<file path="src/rtl/ir_sampler.sv">
module ir_sampler #(
  parameter int          DEPTH   = 8,
  parameter logic [15:0] DIV_RST = 16'h01A5
) (
  input  logic       clk,
  input  logic       rst_n,
  input  logic       pin_rx,
  input  logic       we,
  input  logic       rd,
  input  logic [2:0] addr,
  input  logic [7:0] wdata,
  output logic [7:0] rdata,
  output logic       irq
);
  localparam int PW = $clog2(DEPTH);
  localparam int CW = PW + 1;

  logic        s1, s2;
  logic        inv, demod, en;
  logic [15:0] div;
  logic [15:0] tick;
  logic [2:0]  nbit;
  logic [7:0]  sh;
  logic        seen;
  logic [7:0]  mem [DEPTH];
  logic [PW-1:0] wp, rp;
  logic [CW-1:0] occ;
  logic        ready, lost;

  wire w_st    = we && addr == 3'd2;
  wire restart = we && (addr == 3'd3 || addr == 3'd4 || addr == 3'd5);
  wire lvl     = s2 ^ inv;
  wire tap     = tick == div;
  wire smp     = demod ? lvl : (seen | lvl);
  wire push    = tap && !restart && nbit == 3'd7;
  wire [7:0] pbyte = {sh[6:0], smp};
  wire flush   = w_st && wdata[3];
  wire pop     = rd && addr == 3'd0 && occ != '0;
  wire accept  = push && (occ != CW'(DEPTH) || pop);

  always_ff @(posedge clk or negedge rst_n)
    if (!rst_n) begin
      s1 <= 1'b0;
      s2 <= 1'b0;
    end else begin
      s1 <= pin_rx;
      s2 <= s1;
    end

  always_ff @(posedge clk or negedge rst_n)
    if (!rst_n) begin
      div   <= DIV_RST;
      inv   <= 1'b0;
      demod <= 1'b1;
      en    <= 1'b0;
    end else if (we) begin
      case (addr)
        3'd1: en         <= wdata[7];
        3'd3: div[7:0]   <= wdata;
        3'd4: div[15:8]  <= wdata;
        3'd5: {demod, inv} <= wdata[1:0];
        default: ;
      endcase
    end

  always_ff @(posedge clk or negedge rst_n)
    if (!rst_n) begin
      tick <= '0;
      nbit <= '0;
      sh   <= '0;
      seen <= 1'b0;
    end else if (restart) begin
      tick <= '0;
      nbit <= '0;
      seen <= 1'b0;
    end else if (tap) begin
      tick <= '0;
      nbit <= nbit + 3'd1;
      sh   <= pbyte;
      seen <= 1'b0;
    end else begin
      tick <= tick + 16'd1;
      seen <= seen | lvl;
    end

  always_ff @(posedge clk)
    if (accept && !flush) mem[wp] <= pbyte;

  always_ff @(posedge clk or negedge rst_n)
    if (!rst_n) begin
      wp  <= '0;
      rp  <= '0;
      occ <= '0;
    end else if (flush) begin
      wp  <= '0;
      rp  <= '0;
      occ <= '0;
    end else begin
      if (accept) wp <= wp + PW'(1);
      if (pop)    rp <= rp + PW'(1);
      occ <= occ + CW'(accept) - CW'(pop);
    end

  always_ff @(posedge clk or negedge rst_n)
    if (!rst_n) begin
      ready <= 1'b0;
      lost  <= 1'b0;
    end else begin
      if (accept && !flush)            ready <= 1'b1;
      else if (w_st && wdata[0])       ready <= 1'b0;
      if (push && !accept && !flush)   lost  <= 1'b1;
      else if (w_st && wdata[1])       lost  <= 1'b0;
    end

  always_comb
    case (addr)
      3'd0:    rdata = (occ != '0) ? mem[rp] : 8'h00;
      3'd1:    rdata = {en, 7'b0};
      3'd2:    rdata = {4'(occ), 2'b00, lost, ready};
      3'd3:    rdata = div[7:0];
      3'd4:    rdata = div[15:8];
      3'd5:    rdata = {6'b0, demod, inv};
      default: rdata = 8'h00;
    endcase

  assign irq = en && (ready || lost);
endmodule

</file>
<file path="config.mk">
export PLATFORM = sky130hd
export DESIGN_NAME = ir_sampler
export DESIGN_NICKNAME = d
export VERILOG_FILES = /design/src/rtl/ir_sampler.sv
export SDC_FILE = /design/constraint.sdc
export NUM_CORES = 1
export LEC_CHECK = 0
export CAP_MARGIN = 40
export CELL_PAD_IN_SITES_DETAIL_PLACEMENT = 0
export CELL_PAD_IN_SITES_GLOBAL_PLACEMENT = 1
export CORE_MARGIN = 2
export CORE_UTILIZATION = 55
export CTS_BUF_LIST = sky130_fd_sc_hd__clkbuf_8
export CTS_CLUSTER_DIAMETER = 120
export DETAILED_ROUTE_END_ITERATION = 16
export PLACE_DENSITY = 0.92
export SETUP_SLACK_MARGIN = 0.02
export SKIP_CTS_REPAIR_TIMING = 1
export SLEW_MARGIN = 20
export SYNTH_ARGS = -nofsm -noshare
export SYNTH_HDL_FRONTEND = slang
export SYNTH_SLANG_ARGS = --single-unit
</file>
<file path="constraint.sdc">
create_clock -name clk -period 6.5 [get_ports clk]
set_input_delay 1.95 -clock clk [delete_from_list [all_inputs] [get_ports clk]]
set_output_delay 1.95 -clock clk [all_outputs]
set_load 0.05 [all_outputs]
</file>
======== Word-level counts from Yosys, hierarchy flattened ========
Memory sizes are Yosys's and may differ from the RTL's.
Index checks and enable logic that the tools add are counted.
W data, S select, Z words.
word-level totals
  bits in registers ....................... 60
  bits in latches ......................... 0
  memory bits (writable) .................. 64
  bits in read-only memories .............. 0
  bits of input ports ..................... 16
  output and inout bits ................... 9
  memories kept ........................... 1
cells by class
  add/sub/neg operators ................... 6
  $mul .................................... 0
  divide/modulo/power cells ............... 0
  order comparisons ....................... 0
  equal/unequal tests ..................... 8
  shifts and indexed selects .............. 0
  multiplexer cells ....................... 20
  bitwise gates (word level) .............. 3
  reduce and logical (&&, ||, !) cells .... 33
memories
  name  words  bits a word  read ports  clocked after memory_dff  write ports  RTL line  source
  mem   8      8            1           0                         1            25        logic [7:0] mem [DEPTH];
operators with widths
  operator                 number
  $pmux W8 S6              1
  $mux W16                 2
  $mux W3                  6
  $add A16 B1 Y16 const B  1
  $eq A16 B16 Y1           1
  $logic_and A1 B1 Y1      14
  $reduce_and A2 Y1        5
  $reduce_bool A2 Y1       5
  $add A3 B1 Y3 const B    3
  $eq A3 B3 Y1 const B     3
  $mux W1                  9
  $mux W8                  1
  $eq A3 B2 Y1 const B     2
  $add A4 B1 Y4            1
  $logic_or A1 B1 Y1       4
  $mux W4                  1
  $ne A4 B4 Y1 const B     1
  $reduce_bool A4 Y1       1
  $sub A4 B1 Y4            1
  $eq A3 B1 Y1 const B     1
  $logic_not A1 Y1         3
  $logic_not A3 Y1         1
  $not A1 Y1               1
  $or A1 B1 Y1             1
  $xor A1 B1 Y1            1

======== Longest topological paths before layout ========
Gate-level depths: netlist (run 1).
  word-level depth ........................ 12
  gate-level depth with buffers ........... 14
  mapped depth without buffers ............ 12

======== Least setup slack after synthesis (run 1) ========
Ideal clock, no wire load.
  path kind ............................... input to output
  from .................................... input addr[1]
  to ...................................... output rdata[1]
  arrival time ............................ 3.798 ns
  data required time ...................... 4.550 ns
  setup slack ............................. 0.752 ns
  stages .................................. 4
  buffers on the path ..................... 1
  cells stage by stage .................... buf_6 > or3_4 > a21o_1 > o21ai_0
between the ends
  word-level cells in the longest chain between the ends .. 2
ends and longest elaborated chain
  what                                        RTL line  source
  start, declared                             10        input logic [2:0] addr,
  $eq A3 B3 Y1, or another cell as far along  116       case (addr)
  $pmux W8 S6 *                               116
  end, declared                               12        output logic [7:0] rdata,
Every way passes the cells marked *; elsewhere a longest branch is shown, timed or not.

======== Worst setup path after layout (run 1) ========
  from .................................... input addr[2]
  to ...................................... output rdata[0]
Same word-level chain as after synthesis.

==> results.toml, run 1 <==
[job]
drv_cap = 0

[placement]
dpl_worst_slack_ns = 0.6927
globalplace.congestion = 0.8076
dpl_cell_area_um2 = 6093
dp_hpwl_mm = 8.084
io_buffers = 24
dp.cells = 538

[timing]
period_minus_slack_ns = 5.879
tightest_slew_ns = 0.9750
fin_tns_setup_ns = 0
fmax_mhz = 170.1
relSlewSlack_pct = 34.31
fin_crit_sh_pct = 90.45
rsz0062_at_grt = "no"
setup_viol = 0
finalClockSkew_ns = 0.01503
final-max-slew-violation-count = 0
finalHoldViolCount = 0
setup_ws_ns = 0.6209

[clock_tree]
htreeDepth = 4
root_buffer = "clkbuf_8"
cts_max_path_buffers = 2
cts.sinks = 124
clock_latency_ns = 0.43
clkSlewWorstSetupHoldPaths_ns = 0.06
cts_buffers = 17
cts_tree = "yes"

[worst_setup_path]
r2r_slack_ns = 3.70
required_ns = 4.55
crit_path_start = "addr[2]"
r2r-start = "div[8]"
startpoint_type = "input port"
cp-end-kind = "output port"
crit_path_end = "rdata[0]"
arrival_ns = 3.93
worstSetupPathType = "in2out"
regToRegEndpoint = "occ[3]"
path_max_fanout = 9
r2r_cells = 11

[floorplanning]
die_w_um = 104.9
fp.coreArea_um2 = 9819
io_pins = 25
die_h_um = 104.9
rows = 36
initial_utilization_pct = 57.06
dieArea_um2 = 11010

[synth]
netlist_instances = 386
synth.distinct_cells = 51
syn_area_um2 = 5603
synth_edf_count = 64
synth_nets = 413
ys_seq_elements = 124
async_flop_share_pct = 48.39
ys_top_cells_by_area = "edfxtp_1 34%, dfrtp_1 24%, mux4_2 6.4%"
avgSynthCellArea_um2 = 14.52
yosysTopAreaCellShare_pct = 34.30
synth_flop_cell = "edfxtp_1"
yosysSeqAreaShare_pct = 61.23
synth_top_cell_by_area = "edfxtp_1"
ys.warnings.count = 0

[power_and_ir_drop]
p_seq_share_pct = 44.5
ir_drop_mv = 0.1688
p_comb_share_pct = 21.3
p_per_area_nw_per_um2 = 352.9
switchingPower_uw = 657.3
p_leak_nw = 2.608
power.share.clock_pct = 34.2
p_int_mw = 1.674
swShare_pct = 28.20

[detailed_routing]
antenna_left = 0
drtIter0Drc = 214
finalWirelength_mm = 11.43
viasPerCell = 5.906
first_pass_iters = 4
drc = 0
wl_per_cell_um = 19.98
vias = 3378

[grt]
grt_pass1_wl_mm = 18.38
grt_antenna_before_repair = 0
grt_pass1_vias = 3537
overflow = 0
grtUsageTotal_pct = 22.37
grt_max_degree = 61

[cells_and_area]
layout_common_cells = "64 x edfxtp_1, 54 x dfrtp_1, 28 x nor2_1, 28 x mux2_2, 26 x xor2_1"
nFillCells = 717
stdcell_count = 572
fin_area_um2 = 6605
final_nets = 453
antenna_cells = 0
layout_commonest_cell = "edfxtp_1"
area_growth_pct = 17.89
drive_gt1_share_pct = 26.20

[outcome]
status = "complete, no violations"

[min_path]
whs_path_depth = 0
hp-class = "reg2reg"
[metrics by stage]
step / hold slack (ns) / total power [mW] / utilization, %
after detailed placement: 0.3373 / 1.544 / 62.05
after global placement: 0.3384 / 1.507 / 61.54
final: 0.3498 / 2.331 / 67.27
after floorplan: 0.3312 / 1.357 / -
after CTS: 0.3522 / 2.340 / 66.91
after global routing: 0.3659 / 2.426 / 67.27
[power groups by stage]
stage          combinational (mW)  clock [mW]  sequential (mW)
2_1_floorplan               0.385           0            0.972
3_3_place_gp                0.445           0             1.06
3_5_place_dp                0.493           0             1.05
4_1_cts                     0.498       0.807             1.04
5_1_grt                     0.543       0.837             1.05
6_report                    0.497       0.797             1.04
[sequential cells by signal, summed over array words and instances, names as in the netlist, 3 cells and up]
register / count
mem: 64
div: 16
tick: 16
sh: 7
occ: 4
nbit: 3
rp: 3
wp: 3
[per-layer routing]
metal  wire, µm  track usage [%]  share of wire, %  vias up
met1       4890            29.72                43     1737
met4        210            8.381               1.8        0
li1           -                -                 -     1524
met5          0                0                 0        -
met3        764            6.488               6.7       16
met2       5564            35.20                49      101
[cell families (layout without fill, tap and decap cells)]
| logic type | Yosys count | count (layout) | synth area share (%) |
|---|---|---|---|
| fa+ha+maj | 11 | 11 | 2.590 |
| flops | 124 | 124 | 61.23 |
| xor+xnor | 36 | 36 | 5.627 |
| buf+inv | 25 | 78 | 1.988 |
| compound gates | 36 | 36 | 4.667 |
| simple gates | 100 | 100 | 10.05 |
| mux | 54 | 54 | 13.85 |
[worst max-delay path: stages]
cell,delay (ns)
clkdlybuf4s50_1,0.60
nor2b_1,0.61
a221oi_1,0.23
o22ai_1,0.29
buf_4,0.25
[cells in the mapped netlist (all sizes together) (8+ instances only)]
master,instances
nand3,14
mux4,16
inv,10
mux2,28
ha,10
and3,8
buf,8
edfxtp,64
xor2,26
nand2,19
nor2,28
dfrtp,54
mux2i,10
xnor2,10
o21ai,9
[area by class of cell]
cell class / count / area [µm²] / share of cell area (%)
sequential: 124 / 3431 / 51.94
inverter: 10 / 37.54 / 0.5683
clock inverter: 14 / 229.0 / 3.467
tap: 133 / 166.4 / 2.519
multi-input combinational: 237 / 2061 / 31.20
clock buffer: 18 / 247.7 / 3.751
timing repair buffer: 36 / 432.9 / 6.554
[worst min-delay path by stage]
stage	startpoint	end	slack, ns
3_3_place_gp	s1	s2	0.34
2_1_floorplan	s1	s2	0.33
3_5_place_dp	s1	s2	0.34
4_1_cts	s1	s2	0.35
6_report	s1	s2	0.35
5_1_grt	s1	s2	0.37
No activity file was read; power rests on OpenSTA's default activity.
==> inputs of run 2 (changes only) <==
--- a/config.mk
+++ b/config.mk
@@ -9,11 +9,11 @@
 export CELL_PAD_IN_SITES_DETAIL_PLACEMENT = 0
 export CELL_PAD_IN_SITES_GLOBAL_PLACEMENT = 1
 export CORE_MARGIN = 2
-export CORE_UTILIZATION = 55
+export CORE_UTILIZATION = 50
 export CTS_BUF_LIST = sky130_fd_sc_hd__clkbuf_8
 export CTS_CLUSTER_DIAMETER = 120
 export DETAILED_ROUTE_END_ITERATION = 16
-export PLACE_DENSITY = 0.92
+export PLACE_DENSITY = 0.85
 export SETUP_SLACK_MARGIN = 0.02
 export SKIP_CTS_REPAIR_TIMING = 1
 export SLEW_MARGIN = 20
==> results.toml, run 2 (synthesis results as in run 1) <==
[clock_tree]
cts_max_path_buffers = 2
cts_tree = "yes"
cts_buffers = 17
htreeDepth = 4
cts.sinks = 124
clkSlewWorstSetupHoldPaths_ns = 0.07
clock_latency_ns = 0.44
root_buffer = "clkbuf_8"

[outcome]
status = "complete, no violations"

[placement]
dp_hpwl_mm = 8.111
globalplace.congestion = 0.8583
io_buffers = 24

[grt]
grt_max_degree = 61
grt_pass1_wl_mm = 19.09
grt_pass1_vias = 3393
overflow = 0
grt_antenna_before_repair = 0
grtUsageTotal_pct = 22.11

[worst_setup_path]
critPathTopFamily = "buffers and inverters"
path_max_fanout = 9
worstSetupPathType = "in2out"
slowest_delay_ns = 0.56
arrival_ns = 3.94
cp-end-kind = "output port"
path_cells = "clkdlybuf4s50_1, or3_4, a21o_1, o21ai_0, buf_12"
required_ns = 4.55
cp_num_buf_inv = 2
startpoint_type = "input port"
slowest_stage = "clkdlybuf4s50_1"

[floorplanning]
fp.coreArea_um2 = 10890
rows = 38
io_pins = 25
die_h_um = 109.9
dieArea_um2 = 12070
initial_utilization_pct = 51.46
die_w_um = 109.9

[detailed_routing]
viasPerCell = 5.728
first_pass_iters = 4
drtIter0Drc = 231
finalWirelength_mm = 11.84
antenna_left = 0
drc = 0
wl_per_cell_um = 20.38
vias = 3328

[power_and_ir_drop]
switchingPower_uw = 693.9
total_power_mw = 2.165
p_seq_share_pct = 47.0
p_comb_share_pct = 23.5
p_int_mw = 1.471
swShare_pct = 32.05
ir_drop_mv = 0.2370
p_leak_nw = 2.552
p_per_area_nw_per_um2 = 333.2
power.share.clock_pct = 29.5

[timing]
finalHoldViolCount = 0
fin_crit_sh_pct = 90.55
tightest_slew_ns = 0.6503
fmax_mhz = 169.9
finalClockSkew_ns = 0.01061
fin_tns_setup_ns = 0
final-max-slew-violation-count = 0
setup_viol = 0
period_minus_slack_ns = 5.886
rsz0062_at_grt = "no"
relSlewSlack_pct = 56.06

[cells_and_area]
drive_gt1_share_pct = 26.98
area_growth_pct = 15.97
largestRegisters = "mem: 64 flops, div: 16 flops, tick: 16 flops"
largest_reg_flops = 64
largest_register = "mem"
antenna_cells = 0
final_nets = 455
layout_commonest_cell = "edfxtp_1"
layout_common_cells = "64 x edfxtp_1, 54 x dfrtp_1, 28 x nor2_1, 28 x mux2_2, 26 x xor2_1"

[job]
drv_cap = 0

[min_path]
hp-class = "reg2reg"
[run 2: changes by cell type in the layout (fill, tap and decap cells not counted), moves of 2 or more]
cell / change
buf_4: +2
bufinv_16: -5
inv_1: -2
inv_6: +5
[run 2: power groups by stage]
stage	Combinational, mW	Sequential, mW	Clock, mW
finish	0.509	1.02	0.639
global route	0.551	1.03	0.684
CTS	0.485	1.04	0.649
detailed placement	0.480	1.05	0
global placement	0.469	1.05	0
floorplan	0.385	0.972	0
[run 2: stage by stage]
stage / instances / area [µm²] / hold slack [ns] / setup slack (ns) / util (%)
floorplan: 386 / 5603 / 0.3312 / 0.7515 / -
CTS: 578 / 6450 / 0.3551 / 0.6300 / 59.24
global placement: 542 / 6047 / 0.3327 / 0.6639 / 55.54
global route: 581 / 6497 / 0.3727 / 0.5214 / 59.68
detailed placement: 546 / 6077 / 0.3381 / 0.6319 / 55.81
finish: 581 / 6497 / 0.3522 / 0.6145 / 59.68
[run 2: area by class of cell]
class	count	area (µm²)
Clock buffer	17	234.0
Clock inverter	15	138.9
Fill cell	844	4390
Inverter	10	37.54
Multi-Input combinational cell	237	2061
Sequential cell	124	3431
Tap cell	140	175.2
Timing Repair Buffer	38	420.4
[run 2: routing by layer]
layer / up-vias / wire length (µm) / GRT usage [%]
met1: 1705 / 5224 / 31.29
li1: 1526 / - / -
met2: 85 / 5838 / 34.09
met3: 12 / 658 / 4.861
met5: - / 0 / 0
met4: 0 / 121 / 7.414
[run 2: worst paths after layout]
check                         from        to  slack [ns]  depth (start not counted)
min in group asynchronous    rst_n   tick[6]        1.42                          2
setup / recovery           addr[1]  rdata[2]        0.61                          5
max in group asynchronous    rst_n    div[0]        4.53                          3
hold / removal                  s1        s2        0.35                          0
setup reg to reg           tick[4]    occ[3]        3.69                         11
hold reg to reg                 s1        s2        0.35                          0
